===== config.mk =====
export PLATFORM = sky130hd
export DESIGN_NAME = serial_tx_buffered
export DESIGN_NICKNAME = d
export VERILOG_FILES = /design/src/rtl/serial_tx_pkg.sv /design/src/rtl/tx_hold_reg.sv /design/src/rtl/tx_shifter.sv /design/src/rtl/tx_flag_gen.sv /design/src/rtl/serial_tx_buffered.sv
export SDC_FILE = /design/constraint.sdc
export NUM_CORES = 1
export LEC_CHECK = 0
export BUFFER_PORTS_ARGS = -buffer_cell sky130_fd_sc_hd__buf_2
export CAP_MARGIN = 20
export CELL_PAD_IN_SITES_DETAIL_PLACEMENT = 2
export CELL_PAD_IN_SITES_GLOBAL_PLACEMENT = 2
export CORE_MARGIN = 2
export CORE_UTILIZATION = 37
export DETAILED_ROUTE_END_ITERATION = 10
export PLACE_DENSITY_LB_ADDON = 0.15
export SYNTH_ARGS = -nofsm -noshare
export SYNTH_HDL_FRONTEND = slang
export SYNTH_SLANG_ARGS = --single-unit
export TNS_END_PERCENT = 10

===== constraint.sdc =====
create_clock -name clk -period 5 [get_ports clk]
set_input_delay 0.75 -clock clk [delete_from_list [all_inputs] [get_ports clk]]
set_output_delay 0.75 -clock clk [all_outputs]
set_load 0.02 [all_outputs]

===== src/rtl/serial_tx_pkg.sv =====
package serial_tx_pkg;

  typedef enum logic [1:0] {
    ST_IDLE  = 2'd0,
    ST_START = 2'd1,
    ST_DATA  = 2'd2,
    ST_STOP  = 2'd3
  } tx_state_e;

  // Per-character frame settings captured at the holding-register write
  typedef struct packed {
    logic nine_en;
    logic two_stop;
  } frame_attr_t;

endpackage


===== src/rtl/tx_hold_reg.sv =====
module tx_hold_reg
  import serial_tx_pkg::*;
#(
  parameter int DATA_W = 8
) (
  input  logic              clk,
  input  logic              rst,
  input  logic              en,
  input  logic              wr_valid,
  input  logic [DATA_W-1:0] wr_data,
  input  logic              wr_extra,
  input  frame_attr_t       wr_attr,
  input  logic              take,
  output logic              full,
  output logic [DATA_W:0]   data,
  output frame_attr_t       attr,
  output logic              err
);

  logic            full_q;
  logic [DATA_W:0] data_q;
  frame_attr_t     attr_q;
  logic            err_q;

  always_ff @(posedge clk) begin
    if (rst) begin
      full_q <= 1'b0;
      data_q <= '0;
      attr_q <= '0;
      err_q  <= 1'b0;
    end else begin
      if (!en) begin
        full_q <= 1'b0;
      end else if (take) begin
        full_q <= 1'b0;
      end else if (wr_valid && !full_q) begin
        full_q <= 1'b1;
        data_q <= {wr_extra & wr_attr.nine_en, wr_data};
        attr_q <= wr_attr;
      end
      if (en && wr_valid && full_q) begin
        err_q <= 1'b1;
      end
    end
  end

  assign full = full_q;
  assign data = data_q;
  assign attr = attr_q;
  assign err  = err_q;

  assert_full_write_ignored_R10: assert property (@(posedge clk) disable iff (rst)
    (en && wr_valid && full_q) |=> (err_q && (data_q == $past(data_q))));

  assert_disable_empties_R9: assert property (@(posedge clk) disable iff (rst)
    (!en) |=> (!full_q));

endmodule


===== src/rtl/tx_shifter.sv =====
module tx_shifter
  import serial_tx_pkg::*;
#(
  parameter int DATA_W = 8
) (
  input  logic            clk,
  input  logic            rst,
  input  logic            en,
  input  logic            load,
  input  logic [DATA_W:0] ld_data,
  input  frame_attr_t     ld_attr,
  input  logic            tick,
  input  logic            invert,
  output logic            busy,
  output logic            line
);

  localparam int CNT_W = $clog2(DATA_W + 2);
  localparam logic [CNT_W-1:0] LAST_8 = CNT_W'(DATA_W - 1);
  localparam logic [CNT_W-1:0] LAST_9 = CNT_W'(DATA_W);

  tx_state_e        state_q, state_d;
  logic [DATA_W:0]  shreg_q, shreg_d;
  logic [CNT_W-1:0] cnt_q, cnt_d;
  frame_attr_t      attr_q, attr_d;
  logic             lvl_q, lvl_d;
  logic             line_q;
  logic [CNT_W-1:0] last_data;
  logic [CNT_W-1:0] last_stop;

  assign last_data = attr_q.nine_en ? LAST_9 : LAST_8;
  assign last_stop = attr_q.two_stop ? CNT_W'(1) : '0;

  always_comb begin
    state_d = state_q;
    shreg_d = shreg_q;
    cnt_d   = cnt_q;
    attr_d  = attr_q;
    lvl_d   = lvl_q;
    if (!en) begin
      state_d = ST_IDLE;
      cnt_d   = '0;
      lvl_d   = 1'b1;
    end else begin
      case (state_q)
        ST_IDLE: begin
          lvl_d = 1'b1;
          if (load) begin
            state_d = ST_START;
            shreg_d = ld_data;
            attr_d  = ld_attr;
            cnt_d   = '0;
            lvl_d   = 1'b0;
          end
        end
        ST_START: begin
          if (tick) begin
            state_d = ST_DATA;
            lvl_d   = shreg_q[0];
            shreg_d = {1'b0, shreg_q[DATA_W:1]};
            cnt_d   = '0;
          end
        end
        ST_DATA: begin
          if (tick) begin
            if (cnt_q == last_data) begin
              state_d = ST_STOP;
              lvl_d   = 1'b1;
              cnt_d   = '0;
            end else begin
              lvl_d   = shreg_q[0];
              shreg_d = {1'b0, shreg_q[DATA_W:1]};
              cnt_d   = cnt_q + 1'b1;
            end
          end
        end
        ST_STOP: begin
          if (tick) begin
            if (cnt_q == last_stop) begin
              state_d = ST_IDLE;
            end else begin
              cnt_d = cnt_q + 1'b1;
            end
          end
        end
        default: state_d = ST_IDLE;
      endcase
    end
  end

  always_ff @(posedge clk) begin
    if (rst) begin
      state_q <= ST_IDLE;
      shreg_q <= '0;
      cnt_q   <= '0;
      attr_q  <= '0;
      lvl_q   <= 1'b1;
      line_q  <= 1'b1;
    end else begin
      state_q <= state_d;
      shreg_q <= shreg_d;
      cnt_q   <= cnt_d;
      attr_q  <= attr_d;
      lvl_q   <= lvl_d;
      line_q  <= lvl_d ^ invert;
    end
  end

  assign busy = (state_q != ST_IDLE);
  assign line = line_q;

  assert_start_is_space_R2: assert property (@(posedge clk) disable iff (rst)
    (en && load && state_q == ST_IDLE) |=> (lvl_q == 1'b0));

  assert_hold_without_tick_R12: assert property (@(posedge clk) disable iff (rst)
    (en && state_q != ST_IDLE && !tick) |=> (lvl_q == $past(lvl_q)));

  assert_disabled_line_idle_R1: assert property (@(posedge clk) disable iff (rst)
    (!en) |=> (line_q == !$past(invert)));

endmodule


===== src/rtl/tx_flag_gen.sv =====
module tx_flag_gen (
  input  logic clk,
  input  logic rst,
  input  logic en,
  input  logic busy,
  input  logic full,
  output logic flag
);

  logic flag_q;

  always_ff @(posedge clk) begin
    if (rst) begin
      flag_q <= 1'b0;
    end else begin
      flag_q <= en & ~(busy & full);
    end
  end

  assign flag = flag_q;

  assert_flag_set_when_empty_R7: assert property (@(posedge clk) disable iff (rst)
    (en && !full) |=> flag_q);

  assert_flag_clear_when_off_R7: assert property (@(posedge clk) disable iff (rst)
    (!en) |=> (!flag_q));

endmodule


===== src/rtl/serial_tx_buffered.sv =====
module serial_tx_buffered
  import serial_tx_pkg::*;
#(
  parameter int DATA_W = 8
) (
  input  logic              clk,
  input  logic              rst,
  input  logic              tx_enable,
  input  logic              port_enable,
  input  logic              nine_bit_mode,
  input  logic              ninth_bit,
  input  logic              two_stop,
  input  logic              invert_line,
  input  logic              baud_tick,
  input  logic              wr_valid,
  input  logic [DATA_W-1:0] wr_data,
  output logic              line_out,
  output logic              hold_empty_flag,
  output logic              overwrite_err
);

  logic            en;
  logic            hold_full;
  logic [DATA_W:0] hold_data;
  frame_attr_t     hold_attr;
  frame_attr_t     wr_attr;
  logic            busy;
  logic            xfer;

  assign en               = tx_enable & port_enable;
  assign wr_attr.nine_en  = nine_bit_mode;
  assign wr_attr.two_stop = two_stop;
  assign xfer             = en & hold_full & ~busy;

  tx_hold_reg #(.DATA_W(DATA_W)) u_hold (
    .clk      (clk),
    .rst      (rst),
    .en       (en),
    .wr_valid (wr_valid),
    .wr_data  (wr_data),
    .wr_extra (ninth_bit),
    .wr_attr  (wr_attr),
    .take     (xfer),
    .full     (hold_full),
    .data     (hold_data),
    .attr     (hold_attr),
    .err      (overwrite_err)
  );

  tx_shifter #(.DATA_W(DATA_W)) u_shift (
    .clk     (clk),
    .rst     (rst),
    .en      (en),
    .load    (xfer),
    .ld_data (hold_data),
    .ld_attr (hold_attr),
    .tick    (baud_tick),
    .invert  (invert_line),
    .busy    (busy),
    .line    (line_out)
  );

  tx_flag_gen u_flag (
    .clk  (clk),
    .rst  (rst),
    .en   (en),
    .busy (busy),
    .full (hold_full),
    .flag (hold_empty_flag)
  );

  assert_handoff_next_cycle_R5: assert property (@(posedge clk) disable iff (rst)
    (en && hold_full && !busy) |=> busy);

  assert_flag_lag_R8: assert property (@(posedge clk) disable iff (rst)
    (en && wr_valid && !hold_full && busy) |=> hold_empty_flag);

endmodule


==> impl_metrics.sql, run 1 <==
INSERT INTO impl_metrics (metric_group, metric, value, unit) VALUES
('synth', 'synth_cell_type_count', '42', ''),
('synth', 'syn-num-nets', '218', ''),
('drt', 'drtAntennaViolNets', '0', ''),
('timing', 'timing.slew.headroom', '52.20', '%'),
('timing', 'worst_clock_skew', '0.01349', 'ns'),
('global_route', 'grt_pass1_vias', '1642', ''),
('clock_tree', 'clock_insertion_delay_worst_skew', '0.29', 'ns'),
('timing', 'report.final.setup_viol', '0', ''),
('drt', 'drt_first_iter_violations', '33', ''),
('floorplan', 'initial_utilization', '38.40', '%'),
('synth', 'synth_area_per_cell', '8.515', 'um2'),
('synth', 'synth.top_cell.area_share', '39.79', '%'),
('clock_tree', 'clock_path_buffers', '2', ''),
('cells_and_area', 'post_route_non_filler_standard_cell_count', '264', ''),
('job', 'maxCapViolations', '0', ''),
('critical_path', 'worstSetupEndpointType', 'flop', ''),
('min_path', 'hold_path_class', 'reg -> reg', ''),
('drt', 'drcViolationCount', '0', ''),
('timing', 'worst_pin_slew', '0.7144', 'ns'),
('critical_path', 'crit_path_max_fanout', '9', ''),
('placement', 'hpwl_dp', '3.513', 'mm'),
('synth', 'yosys_register_bits', '33', ''),
('timing', 'finalCritPeriodShare', '42.05', '%'),
('synth', 'synth_edf_count', '0', ''),
('cells_and_area', 'final_cell_area_excluding_filler_cells', '0.001873', 'mm2'),
('synth', 'ys_async_sr_fraction', '0', '%'),
('clock_tree', 'cts_num_sinks', '33', ''),
('timing', 'finalMaxSlewViolations', '0', ''),
('critical_path', 'crit-reg2reg-launch', 'u_shift.state_q[1]$_SDFFE_PP0P_', ''),
('min_path', 'min-delay-start', 'u_hold.data[8]$_SDFFE_PP0P_', ''),
('synth', 'yosysMostFrequentCell', 'sky130_fd_sc_hd__dfxtp_1', ''),
('critical_path', 'worstPathCellList', 'ha_1 -> and3b_1 -> nand4b_1 -> o21a_1 -> mux2_1', ''),
('placement', 'postPlaceCellArea', '0.001787', 'mm2'),
('critical_path', 'path_buf_inv', '0', ''),
('global_route', 'maximum_number_of_pins_on_one_net_before_global_route_repair', '35', ''),
('floorplan', 'ios', '21', ''),
('cells_and_area', 'nNetsFinal', '235', ''),
('synth', 'area_leader_netlist', 'sky130_fd_sc_hd__dfxtp_1', ''),
('critical_path', 'critical_path_cell_count', '5', ''),
('critical_path', 'path_delay_family', 'simple AND/OR/NAND/NOR gates', ''),
('floorplan', 'placement_rows', '24', ''),
('synth', 'synth_area_leaders', 'sky130_fd_sc_hd__dfxtp_1 40%, sky130_fd_sc_hd__nand2_1 7.2%, sky130_fd_sc_hd__mux2i_1 6.0%', ''),
('timing', 'timing.setup.tns', '0', 'ns'),
('drt', 'drt_wl_total', '4.655', 'mm'),
('min_path', 'hold_path_depth', '2', ''),
('critical_path', 'setup.worst_path.class', 'reg -> reg', ''),
('drt', 'detailedRoute.firstPassIterationCount', '4', ''),
('cells_and_area', 'antennaDiodeCount', '0', ''),
('cells_and_area', 'syn2layout_area_growth', '12.81', '%'),
('critical_path', 'r2r_setup_slack', '2.90', 'ns'),
('timing', 'grt_setup_unrepaired', 'false', ''),
('synth', 'sequential_area_share_after_synthesis', '39.79', '%'),
('placement', 'number_of_input_and_output_port_buffers_inserted', '20', ''),
('placement', 'number_of_instances_in_the_placed_design', '257', ''),
('timing', 'final_critical_path_setup_slack', '2.898', 'ns'),
('global_route', 'grt_pass1_wl', '8.017', 'mm'),
('critical_path', 'worstRegToRegCells', '5', ''),
('run_status', 'run_status', 'complete, no violations', ''),
('synth', 'post_synth_inst_count', '195', ''),
('clock_tree', 'path_clk_slew', '0.08', 'ns'),
('critical_path', 'required_worst_endpoint', '5.16', 'ns'),
('clock_tree', 'cts_hold_repair.buffers', '0', ''),
('floorplan', 'core-area', '0.004324', 'mm2'),
('critical_path', 'crit_path_max_incr_delay', '0.40', 'ns'),
('timing', 'finalWorstPathRequiredPeriod', '2.102', 'ns'),
('global_route', 'global_route.overflow_total', '0', ''),
('drt', 'vias_per_cell', '5.617', ''),
('drt', 'vias', '1483', ''),
('clock_tree', 'ctsResizeCount', '0', ''),
('floorplan', 'die_extent_in_y', '70.99', 'um'),
('floorplan', 'area_of_the_die', '0.005040', 'mm2');
through the flow:
step | util [%] | total power, mW
2_1_floorplan | - | 0.2928
3_3_place_gp | 41.32 | 0.3047
3_5_place_dp | 41.32 | 0.3075
4_1_cts | 43.32 | 0.5132
5_1_grt | 43.32 | 0.5293
6_report | 43.32 | 0.5076
flip-flops by register name (all words and copies together), names as in the netlist:
name,cells
u_shift.cnt_q,4
u_hold.err,1
u_hold.attr,2
u_shift.lvl_q,1
u_shift.shreg_q,9
u_hold.full,1
u_hold.data,9
u_shift.attr_q,2
u_shift.state_q,2
u_shift.line,1
u_flag.flag,1
cells by family (layout without fill, tap and decap cells):
| logic type | count (synthesis) | count (layout) | share of synthesized area (%) |
|---|---|---|---|
| buffers and inverters | 18 | 35 | 4.144 |
| XOR/XNOR | 1 | 1 | 0.5276 |
| multiplexers | 16 | 16 | 10.10 |
| AND/OR/NAND/NOR | 77 | 77 | 22.99 |
| flip-flops | 33 | 33 | 39.79 |
| AO/OA/AOI/OAI | 45 | 45 | 18.69 |
| adder cells (fa/ha/maj) | 5 | 5 | 3.768 |
layer usage:
layer / global-route usage [%] / share of wire, %
met1: 26.26 / 47
met2: 34.79 / 49
met3: 4.558 / 3.0
met4: 4.193 / 0.69
met5: 0 / 0
tightest hold or removal path: stages, from the launching register on:
cell and delay (ns):
sky130_fd_sc_hd__dfxtp_1 0.31, sky130_fd_sc_hd__nand2_1 0.06, sky130_fd_sc_hd__a21oi_1 0.05
report_power, final:
part	internal (mW)	leakage [nW]	switching (mW)
clock network	0.109	0.0443	0.0970
registers	0.267	0.267	0.00268
logic	0.0115	0.369	0.0202
total	0.388	0.680	0.120
area by class of cell:
type	count	area [um2]
Timing Repair Buffer	20	100.1
Sequential cell	33	660.6
Fill cell	519	2451
Inverter	8	30.03
Tap cell	52	65.06
Clock buffer	7	86.33
Multi-Input combinational cell	144	930.9
worst max-delay path by stage:
stage,end,start,slack (ns)
detailed placement,u_shift.shreg_q[4]$_SDFFE_PP0P_,baud_tick,2.78
finish,u_shift.shreg_q[4]$_SDFFE_PP0P_,u_shift.state_q[1]$_SDFFE_PP0P_,2.90
floorplan,u_shift.shreg_q[2]$_SDFFE_PP0P_,baud_tick,3.00
global route,u_shift.shreg_q[5]$_SDFFE_PP0P_,u_shift.state_q[0]$_SDFFE_PP0P_,2.74
CTS,u_shift.shreg_q[4]$_SDFFE_PP0P_,u_shift.state_q[1]$_SDFFE_PP0P_,2.90
global placement,u_shift.shreg_q[5]$_SDFFE_PP0P_,baud_tick,2.89
cell usage in the layout (no fill, tap or decap), drive strengths merged, types with 2 or more instances in the layout:
cell type,count
inv,8
nand4,3
or2,2
nand2,32
or3,2
a31o,2
nand2b,3
nand4b,3
o31ai,2
nor2b,8
o2111ai,3
dfxtp,33
a41oi,2
o22ai,4
a21oi,19
buf,20
nor2,12
and3,2
mux2i,10
clkbuf,7
mux2,6
o211ai,3
o21a,2
o21ai,2
ha,5
nand3,6
(Power assumes the default switching activity.)
==> inputs of run 2 (changes only) <==
--- a/config.mk
+++ b/config.mk
@@ -10,7 +10,7 @@
 export CELL_PAD_IN_SITES_DETAIL_PLACEMENT = 2
 export CELL_PAD_IN_SITES_GLOBAL_PLACEMENT = 2
 export CORE_MARGIN = 2
-export CORE_UTILIZATION = 37
+export CORE_UTILIZATION = 31
 export DETAILED_ROUTE_END_ITERATION = 10
 export PLACE_DENSITY_LB_ADDON = 0.15
 export SYNTH_ARGS = -nofsm -noshare
==> constraint.sdc (replaced) <==
create_clock -name clk -period 1.8 [get_ports clk]
set_input_delay 0.27 -clock clk [delete_from_list [all_inputs] [get_ports clk]]
set_output_delay 0.27 -clock clk [all_outputs]
set_load 0.02 [all_outputs]
==> run 2 against run 1 <==
  * Power increased to 3.1 times the previous value
  * Setup slack got worse by 2.8 ns
  * Critical path depth decreased by 1
  * Die area increased by 18%
  * Via count increased by 3.6%
  * Non-clock buffer count increased by 15
  * Register-to-register slack got worse by 2.8 ns
  * Global-route usage decreased by 2.9 points
  * Design area increased by 10%
  * Hold slack got worse by 0.23 ns
  * Highest routed layer unchanged
==> impl_metrics.sql, run 2 (synthesis gave the netlist of run 1 again) <==
INSERT INTO impl_metrics (metric_group, metric, value, unit) VALUES
('run_status', 'run_status', 'complete, no violations', ''),
('cells_and_area', 'mostFrequentLayoutCells', '32 x sky130_fd_sc_hd__nand2_1, 31 x sky130_fd_sc_hd__dfxtp_1, 20 x sky130_fd_sc_hd__buf_2', ''),
('floorplan', 'die_extent_in_y', '77.19', 'um'),
('timing', 'worst_pin_slew', '0.5092', 'ns'),
('critical_path', 'required_worst_endpoint', '2.00', 'ns'),
('timing', 'timing.final.hold_violations', '0', ''),
('critical_path', 'worst_r2r_endpoint', 'u_shift.state_q[0]$_SDFFE_PP0P_', ''),
('drt', 'routed_wire_length_per_instance', '16.31', 'um'),
('floorplan', 'initial_utilization', '32.30', '%'),
('placement', 'postPlaceCellArea', '0.001922', 'mm2'),
('cells_and_area', 'final_cell_area_excluding_filler_cells', '0.002061', 'mm2'),
('clock_tree', 'cts-root-buf', 'sky130_fd_sc_hd__clkbuf_8', ''),
('power', 'power_density', '762.5', 'mW/mm2'),
('global_route', 'grt_pass1_vias', '1714', ''),
('drt', 'drcViolationCount', '0', ''),
('floorplan', 'area_of_the_die', '0.005958', 'mm2'),
('timing', 'finalCritPeriodShare', '95.07', '%'),
('drt', 'drt_first_iter_violations', '36', ''),
('job', 'maxCapViolations', '0', ''),
('critical_path', 'arrival', '1.91', 'ns'),
('placement', 'gp_congestion', '0.7600', ''),
('critical_path', 'worstSetupEndpointType', 'flop', ''),
('min_path', 'hold_path_depth', '3', ''),
('timing', 'report.final.setup_viol', '0', ''),
('clock_tree', 'post_cts_setup_buffer_count', '0', ''),
('timing', 'timing.slew.headroom', '66.05', '%'),
('critical_path', 'start_kind', 'flop', ''),
('global_route', 'grt.met2_usage', '31.74', '%'),
('floorplan', 'core-area', '0.005140', 'mm2'),
('timing', 'finalWorstPathRequiredPeriod', '1.711', 'ns'),
('global_route', 'global_route.overflow_total', '0', ''),
('critical_path', 'crit_path_max_fanout', '5', ''),
('timing', 'worst_clock_skew', '0.002487', 'ns'),
('critical_path', 'crit-reg2reg-launch', 'u_shift.cnt_q[2]$_SDFFE_PP0P_', ''),
('timing', 'grt_setup_unrepaired', 'false', ''),
('clock_tree', 'clock_path_buffers', '2', ''),
('min_path', 'worstHoldEndpoint', 'u_hold.attr[0]$_SDFFE_PP0P_', ''),
('cells_and_area', 'nNetsFinal', '250', ''),
('timing', 'max_freq', '584.4', 'MHz'),
('critical_path', 'setup.worst_path.class', 'reg -> reg', ''),
('power', 'peak_supply_drop', '0.3494', 'mV'),
('clock_tree', 'cts_tree', 'yes', ''),
('global_route', 'grt_pass1_wl', '8.252', 'mm'),
('drt', 'vias', '1536', ''),
('drt', 'detailedRoute.firstPassIterationCount', '4', ''),
('global_route', 'grt_antenna_before_repair', '0', ''),
('cells_and_area', 'antennaDiodeCount', '0', ''),
('cells_and_area', 'leading_cell_type_in_the_layout_fill_and_taps_excluded', 'sky130_fd_sc_hd__nand2_1', ''),
('clock_tree', 'ctsHtreeMaxLevel', '2', ''),
('placement', 'number_of_input_and_output_port_buffers_inserted', '20', ''),
('drt', 'drt_wl_total', '4.860', 'mm'),
('global_route', 'grt_busiest_layer', 'met2', ''),
('power', 'p_leak', '0.7688', 'nW'),
('clock_tree', 'path_clk_slew', '0.07', 'ns'),
('floorplan', 'placement_rows', '26', ''),
('global_route', 'maximum_number_of_pins_on_one_net_before_global_route_repair', '27', ''),
('clock_tree', 'tritoncts.num_buffers', '5', ''),
('placement', 'hpwl_dp', '3.810', 'mm'),
('clock_tree', 'cts_num_sinks', '33', ''),
('drt', 'drtAntennaViolNets', '0', ''),
('min_path', 'hold_path_class', 'in -> reg', ''),
('global_route', 'met3_usage', '3.294', '%'),
('floorplan', 'ios', '21', ''),
('cells_and_area', 'post_route_cells_drive_above_1_share', '25.44', '%'),
('critical_path', 'worstRegToRegCells', '4', ''),
('drt', 'vias_per_cell', '5.154', ''),
('global_route', 'global_route.usage.total', '17.36', '%'),
('min_path', 'min-delay-start', 'two_stop', ''),
('critical_path', 'critical_path.startpoint', 'u_shift.cnt_q[2]$_SDFFE_PP0P_', ''),
('global_route', 'grtUsageMet1', '20.36', '%'),
('timing', 'finalMaxSlewViolations', '0', ''),
('cells_and_area', 'syn2layout_area_growth', '24.11', '%'),
('cells_and_area', 'final_util', '40.09', '%'),
('clock_tree', 'clock_insertion_delay_worst_skew', '0.28', 'ns'),
('critical_path', 'r2r_setup_slack', '0.09', 'ns'),
('floorplan', 'fp.dieW', '77.19', 'um');
## run 2: changes by cell type in the layout (fill, tap and decap cells not counted), sizes merged
cell,delta
buf,+15
bufinv,+1
## run 2: worst max-delay path by stage
stage	end	depth (start not counted)
after global placement	u_shift.state_q[0]$_SDFFE_PP0P_	7
after detailed placement	u_shift.shreg_q[8]$_SDFFE_PP0P_	7
after CTS	u_shift.state_q[0]$_SDFFE_PP0P_	7
after floorplan	u_shift.shreg_q[2]$_SDFFE_PP0P_	6
final	u_shift.state_q[0]$_SDFFE_PP0P_	4
after global routing	u_shift.state_q[0]$_SDFFE_PP0P_	7
## run 2: area by class of cell
| class | instances | area (um2) |
|---|---|---|
| timing repair buffer | 35 | 212.7 |
| clock buffer | 7 | 86.33 |
| tap | 70 | 87.58 |
| inverter | 8 | 30.03 |
| multi-input combinational | 144 | 950.9 |
| clock inverter | 1 | 30.03 |
| sequential | 33 | 663.1 |
| fill | 610 | 3079 |
## run 2: where the power goes
| part | total, mW | internal [mW] | switching (mW) |
|---|---|---|---|
| Combinational | 0.0961 | 0.0384 | 0.0576 |
| Clock | 0.728 | 0.451 | 0.276 |
| Sequential | 0.748 | 0.741 | 0.00639 |
## run 2: routing by layer
| metal | up-vias | wire length (um) |
|---|---|---|
| met4 | 0 | 55 |
| li1 | 754 | - |
| met1 | 754 | 2213 |
| met5 | - | 0 |
| met3 | 7 | 123 |
| met2 | 21 | 2468 |
## run 2: repair_timing
| action | in CTS | in global routing |
|---|---|---|
| setup endpoints to repair | 7 | 13 |
| pin swaps | 0 | 1 |
| hold buffers | 0 | 0 |
| gates resized for setup | 2 | 6 |
| cloned | 0 | 0 |
| endpoints found under the hold margin | 0 | 0 |
## run 2: stage by stage
stage	std cells	total power [mW]	setup TNS (ns)	hold WS (ns)	setup slack, ns
floorplan	195	0.8132	0	0.4060	0.06034
detailed placement	290	0.8607	-0.07418	0.4563	-0.03960
CTS	298	1.598	0	0.2170	0.01021
global placement	290	0.8551	0	0.4461	0.05557
finish	298	1.571	0	0.2253	0.08875
global route	298	1.655	0	0.2197	0.002698
## run 2: critical path: stages (launching register included)
cell	delay (ns)
sky130_fd_sc_hd__dfxtp_1	0.36
sky130_fd_sc_hd__or3_4	0.36
sky130_fd_sc_hd__o22a_1	0.26
sky130_fd_sc_hd__a2111o_1	0.44
sky130_fd_sc_hd__a211oi_2	0.22
==> inputs of run 3 (changes only) <==
--- a/config.mk
+++ b/config.mk
@@ -5,13 +5,15 @@
 export SDC_FILE = /design/constraint.sdc
 export NUM_CORES = 1
 export LEC_CHECK = 0
+export ABC_AREA = 1
 export BUFFER_PORTS_ARGS = -buffer_cell sky130_fd_sc_hd__buf_2
 export CAP_MARGIN = 20
 export CELL_PAD_IN_SITES_DETAIL_PLACEMENT = 2
 export CELL_PAD_IN_SITES_GLOBAL_PLACEMENT = 2
 export CORE_MARGIN = 2
-export CORE_UTILIZATION = 31
+export CORE_UTILIZATION = 28
 export DETAILED_ROUTE_END_ITERATION = 10
+export HOLD_SLACK_MARGIN = 0.02
 export PLACE_DENSITY_LB_ADDON = 0.15
 export SYNTH_ARGS = -nofsm -noshare
 export SYNTH_HDL_FRONTEND = slang
==> run 3 against run 2 <==
  * Utilization down 5.5 points
  * Synthesized area fell by 6.6%
  * Hold slack got worse by 0.041 ns
  * Critical path type unchanged
  * Final cell count grew 5.4%
  * Flip-flop and latch count unchanged
  * Sequential share of layout area grew 2.9 points
  * Largest power group is now the clock network
  * Synthesized cell count is 10% higher
  * Non-clock buffer count fell by 10
  * Setup slack improved by 0.14 ns
  * Register-to-register slack better by 0.14 ns
  * Global-route usage fell by 2.2 points
  * Critical endpoint is now u_shift.state_q[1]$_SDFFE_PP0P_
==> impl_metrics.sql, run 3 <==
INSERT INTO impl_metrics (metric_group, metric, value, unit) VALUES
('global_route', 'global_route.usage.total', '15.15', '%'),
('power', 'peak_supply_drop', '0.5364', 'mV'),
('cells_and_area', 'fill_cells', '664', ''),
('synth', 'synth_edf_count', '0', ''),
('clock_tree', 'tritoncts.num_buffers', '5', ''),
('job', 'maxCapViolations', '0', ''),
('synth', 'yosys_warnings', '0', ''),
('cells_and_area', 'antennaDiodeCount', '0', ''),
('min_path', 'hold_path_class', 'in -> reg', ''),
('timing', 'finalCritPeriodShare', '87.13', '%'),
('synth', 'area_leader_netlist', 'sky130_fd_sc_hd__dfxtp_1', ''),
('timing', 'report.final.setup_viol', '0', ''),
('cells_and_area', 'leading_cell_type_in_the_layout_fill_and_taps_excluded', 'sky130_fd_sc_hd__nand2_1', ''),
('timing', 'finalMaxSlewViolations', '0', ''),
('power', 'power_density', '912.2', 'mW/mm2'),
('synth', 'ys_top_cells_by_count', '47 x sky130_fd_sc_hd__nand2_1, 37 x sky130_fd_sc_hd__nor2_1, 33 x sky130_fd_sc_hd__dfxtp_1', ''),
('clock_tree', 'cts_hold_repair.buffers', '0', ''),
('timing', 'worst_clock_skew', '0.009204', 'ns'),
('synth', 'syn-num-nets', '238', ''),
('floorplan', 'core-area', '0.005439', 'mm2'),
('floorplan', 'die_extent_in_y', '78.44', 'um'),
('power', 'total_switching_power', '0.3783', 'mW'),
('timing', 'timing.final.hold_violations', '0', ''),
('critical_path', 'required_worst_endpoint', '1.98', 'ns'),
('drt', 'drtAntennaViolNets', '0', ''),
('timing', 'max_freq', '637.6', 'MHz'),
('critical_path', 'crit_path_max_fanout', '5', ''),
('timing', 'finalWorstPathRequiredPeriod', '1.568', 'ns'),
('cells_and_area', 'mostFrequentLayoutCells', '47 x sky130_fd_sc_hd__nand2_1, 37 x sky130_fd_sc_hd__nor2_1, 33 x sky130_fd_sc_hd__dfxtp_1', ''),
('drt', 'detailedRoute.firstPassIterationCount', '2', ''),
('synth', 'synth-main-ff-cell', 'sky130_fd_sc_hd__dfxtp_1', ''),
('critical_path', 'path_buf_inv', '3', ''),
('critical_path', 'cp_slowest_cell', 'sky130_fd_sc_hd__dfxtp_1', ''),
('floorplan', 'initial_utilization', '28.53', '%'),
('global_route', 'global_route.overflow_total', '0', ''),
('clock_tree', 'ctsHtreeMaxLevel', '2', ''),
('critical_path', 'worstSetupEndpointType', 'flop', ''),
('placement', 'number_of_instances_in_the_placed_design', '306', ''),
('placement', 'number_of_input_and_output_port_buffers_inserted', '20', ''),
('placement', 'gp_congestion', '0.7040', ''),
('power', 'switching_share', '22.02', '%'),
('synth', 'synth_area_leaders', 'sky130_fd_sc_hd__dfxtp_1 43%, sky130_fd_sc_hd__nand2_1 11%, sky130_fd_sc_hd__nor2_1 9.0%', ''),
('clock_tree', 'clock_path_buffers', '2', ''),
('floorplan', 'area_of_the_die', '0.006153', 'mm2'),
('timing', 'worst_pin_slew', '0.3700', 'ns'),
('synth', 'ys_async_sr_fraction', '0', '%'),
('critical_path', 'crit_path_max_incr_delay', '0.36', 'ns'),
('floorplan', 'placement_rows', '27', ''),
('synth', 'post_synth_inst_count', '215', ''),
('run_status', 'run_status', 'complete, no violations', ''),
('clock_tree', 'clock_insertion_delay_worst_skew', '0.30', 'ns'),
('synth', 'synth_area', '0.001551', 'mm2'),
('drt', 'drt_wl_total', '4.016', 'mm'),
('critical_path', 'arrival', '1.75', 'ns'),
('cells_and_area', 'nNetsFinal', '264', ''),
('critical_path', 'worstPathCellList', 'inv_1 -> ha_2 -> nand2_1 -> inv_1 -> nor2_1 -> nand3_1 -> inv_2 -> nand3_1 -> o21ai_0 -> a21oi_1', ''),
('synth', 'sequential_area_share_after_synthesis', '42.58', '%'),
('critical_path', 'path_delay_family', 'simple AND/OR/NAND/NOR gates', ''),
('power', 'p_leak', '0.8357', 'nW'),
('floorplan', 'ios', '21', ''),
('global_route', 'grt_pass1_vias', '1559', ''),
('floorplan', 'fp.dieW', '78.44', 'um'),
('drt', 'routed_wire_length_per_instance', '12.79', 'um'),
('synth', 'yosys_register_bits', '33', ''),
('global_route', 'maximum_number_of_pins_on_one_net_before_global_route_repair', '18', ''),
('timing', 'grt_setup_unrepaired', 'false', ''),
('synth', 'synth.top_cell.area_share', '42.58', '%'),
('cells_and_area', 'syn2layout_area_growth', '21.37', '%'),
('power', 'power.sequential.fraction', '43.9', '%'),
('clock_tree', 'cts_tree', 'yes', ''),
('drt', 'vias', '1435', ''),
('global_route', 'grt_pass1_wl', '7.224', 'mm'),
('clock_tree', 'cts_num_sinks', '33', ''),
('timing', 'timing.setup.tns', '0', 'ns'),
('clock_tree', 'post_cts_setup_buffer_count', '0', ''),
('clock_tree', 'ctsResizeCount', '0', ''),
('cells_and_area', 'post_route_non_filler_standard_cell_count', '314', ''),
('cells_and_area', 'post_route_cells_drive_above_1_share', '20.66', '%'),
('clock_tree', 'cts-root-buf', 'sky130_fd_sc_hd__clkbuf_8', ''),
('critical_path', 'start_kind', 'flop', ''),
('drt', 'drt_first_iter_violations', '43', ''),
('drt', 'drcViolationCount', '0', ''),
('timing', 'timing.slew.headroom', '75.31', '%'),
('power', 'internal_power', '1.339', 'mW'),
('power', 'combPwrFrac', '5.3', '%'),
('cells_and_area', 'final_util', '34.62', '%'),
('global_route', 'grt_antenna_before_repair', '0', ''),
('power', 'clock_power_share', '50.7', '%'),
('synth', 'synth_area_per_cell', '7.216', 'um2'),
('synth', 'yosysMostFrequentCell', 'sky130_fd_sc_hd__nand2_1', ''),
('placement', 'hpwl_dp', '3.041', 'mm'),
('clock_tree', 'path_clk_slew', '0.08', 'ns'),
('drt', 'vias_per_cell', '4.570', ''),
('synth', 'synth_cell_type_count', '26', ''),
('critical_path', 'setup.worst_path.class', 'reg -> reg', '');
## run 3: power groups by stage
| stage | Combinational, mW | Sequential, mW | Clock, mW |
|---|---|---|---|
| after CTS | 0.0950 | 0.755 | 0.894 |
| after detailed placement | 0.0944 | 0.772 | 0 |
| after global routing | 0.108 | 0.757 | 0.923 |
| final | 0.0918 | 0.755 | 0.871 |
| after global placement | 0.0935 | 0.772 | 0 |
| after floorplan | 0.0506 | 0.772 | 0 |
## run 3: per-stage QoR
step                      area, um2  hold WS, ns  worst slack (ns)  power (mW)
after global routing           1883       0.1945          0.004724       1.788
after detailed placement       1743       0.4618            0.1636      0.8665
after floorplan                1551       0.3391            0.3375      0.8231
final                          1883       0.1845            0.2316       1.718
after CTS                      1881       0.1802            0.1490       1.744
after global placement         1743       0.4545            0.2192      0.8651
## run 3: worst register-to-register path: stages, from the launching register on
cell	delay, ns
sky130_fd_sc_hd__dfxtp_1	0.36
sky130_fd_sc_hd__inv_1	0.09
sky130_fd_sc_hd__ha_2	0.22
sky130_fd_sc_hd__nand2_1	0.10
sky130_fd_sc_hd__inv_1	0.05
sky130_fd_sc_hd__nor2_1	0.08
sky130_fd_sc_hd__nand3_1	0.12
sky130_fd_sc_hd__inv_2	0.08
sky130_fd_sc_hd__nand3_1	0.12
sky130_fd_sc_hd__o21ai_0	0.18
sky130_fd_sc_hd__a21oi_1	0.06
## run 3: logic make-up (layout without fill, tap and decap cells)
logic type | after synthesis | in the layout | synth area share, %
and+or+nand+nor | 104 | 104 | 29.27
AOI/OAI and AO/OA | 44 | 44 | 15.56
DFF | 33 | 33 | 42.58
buffers and inverters | 28 | 55 | 7.983
adders and majority gates | 5 | 5 | 4.032
xor gates and xnor gates | 1 | 1 | 0.5646
## run 3: layer usage
metal / global-route usage (%) / vias up / wire length, um
li1: - / 740 / -
met1: 18.42 / 673 / 1914
met2: 24.91 / 13 / 1912
met3: 3.448 / 9 / 93
met4: 7.895 / 0 / 96
met5: 0 / - / 0
## run 3: path summary, 6_finish.rpt
check,start,end,slack (ns),cells after the start
min,wr_data[4],u_hold.data[4]$_SDFFE_PP0P_,0.18,3
max,u_shift.state_q[0]$_SDFFE_PP0P_,u_shift.state_q[1]$_SDFFE_PP0P_,0.23,10
min reg2reg,u_shift.shreg_q[2]$_SDFFE_PP0P_,u_shift.shreg_q[1]$_SDFFE_PP0P_,0.46,2
max reg2reg,u_shift.state_q[0]$_SDFFE_PP0P_,u_shift.state_q[1]$_SDFFE_PP0P_,0.23,10
## run 3: final cells by class
cell class | instances | area [um2] | share of cell area (%)
Clock buffer | 5 | 68.82 | 3.654
Timing Repair Buffer | 25 | 137.6 | 7.309
Tap cell | 72 | 90.09 | 4.784
Multi-Input combinational cell | 154 | 769.5 | 40.86
Sequential cell | 33 | 660.6 | 35.08
Inverter | 22 | 87.58 | 4.651
Clock inverter | 3 | 68.82 | 3.654
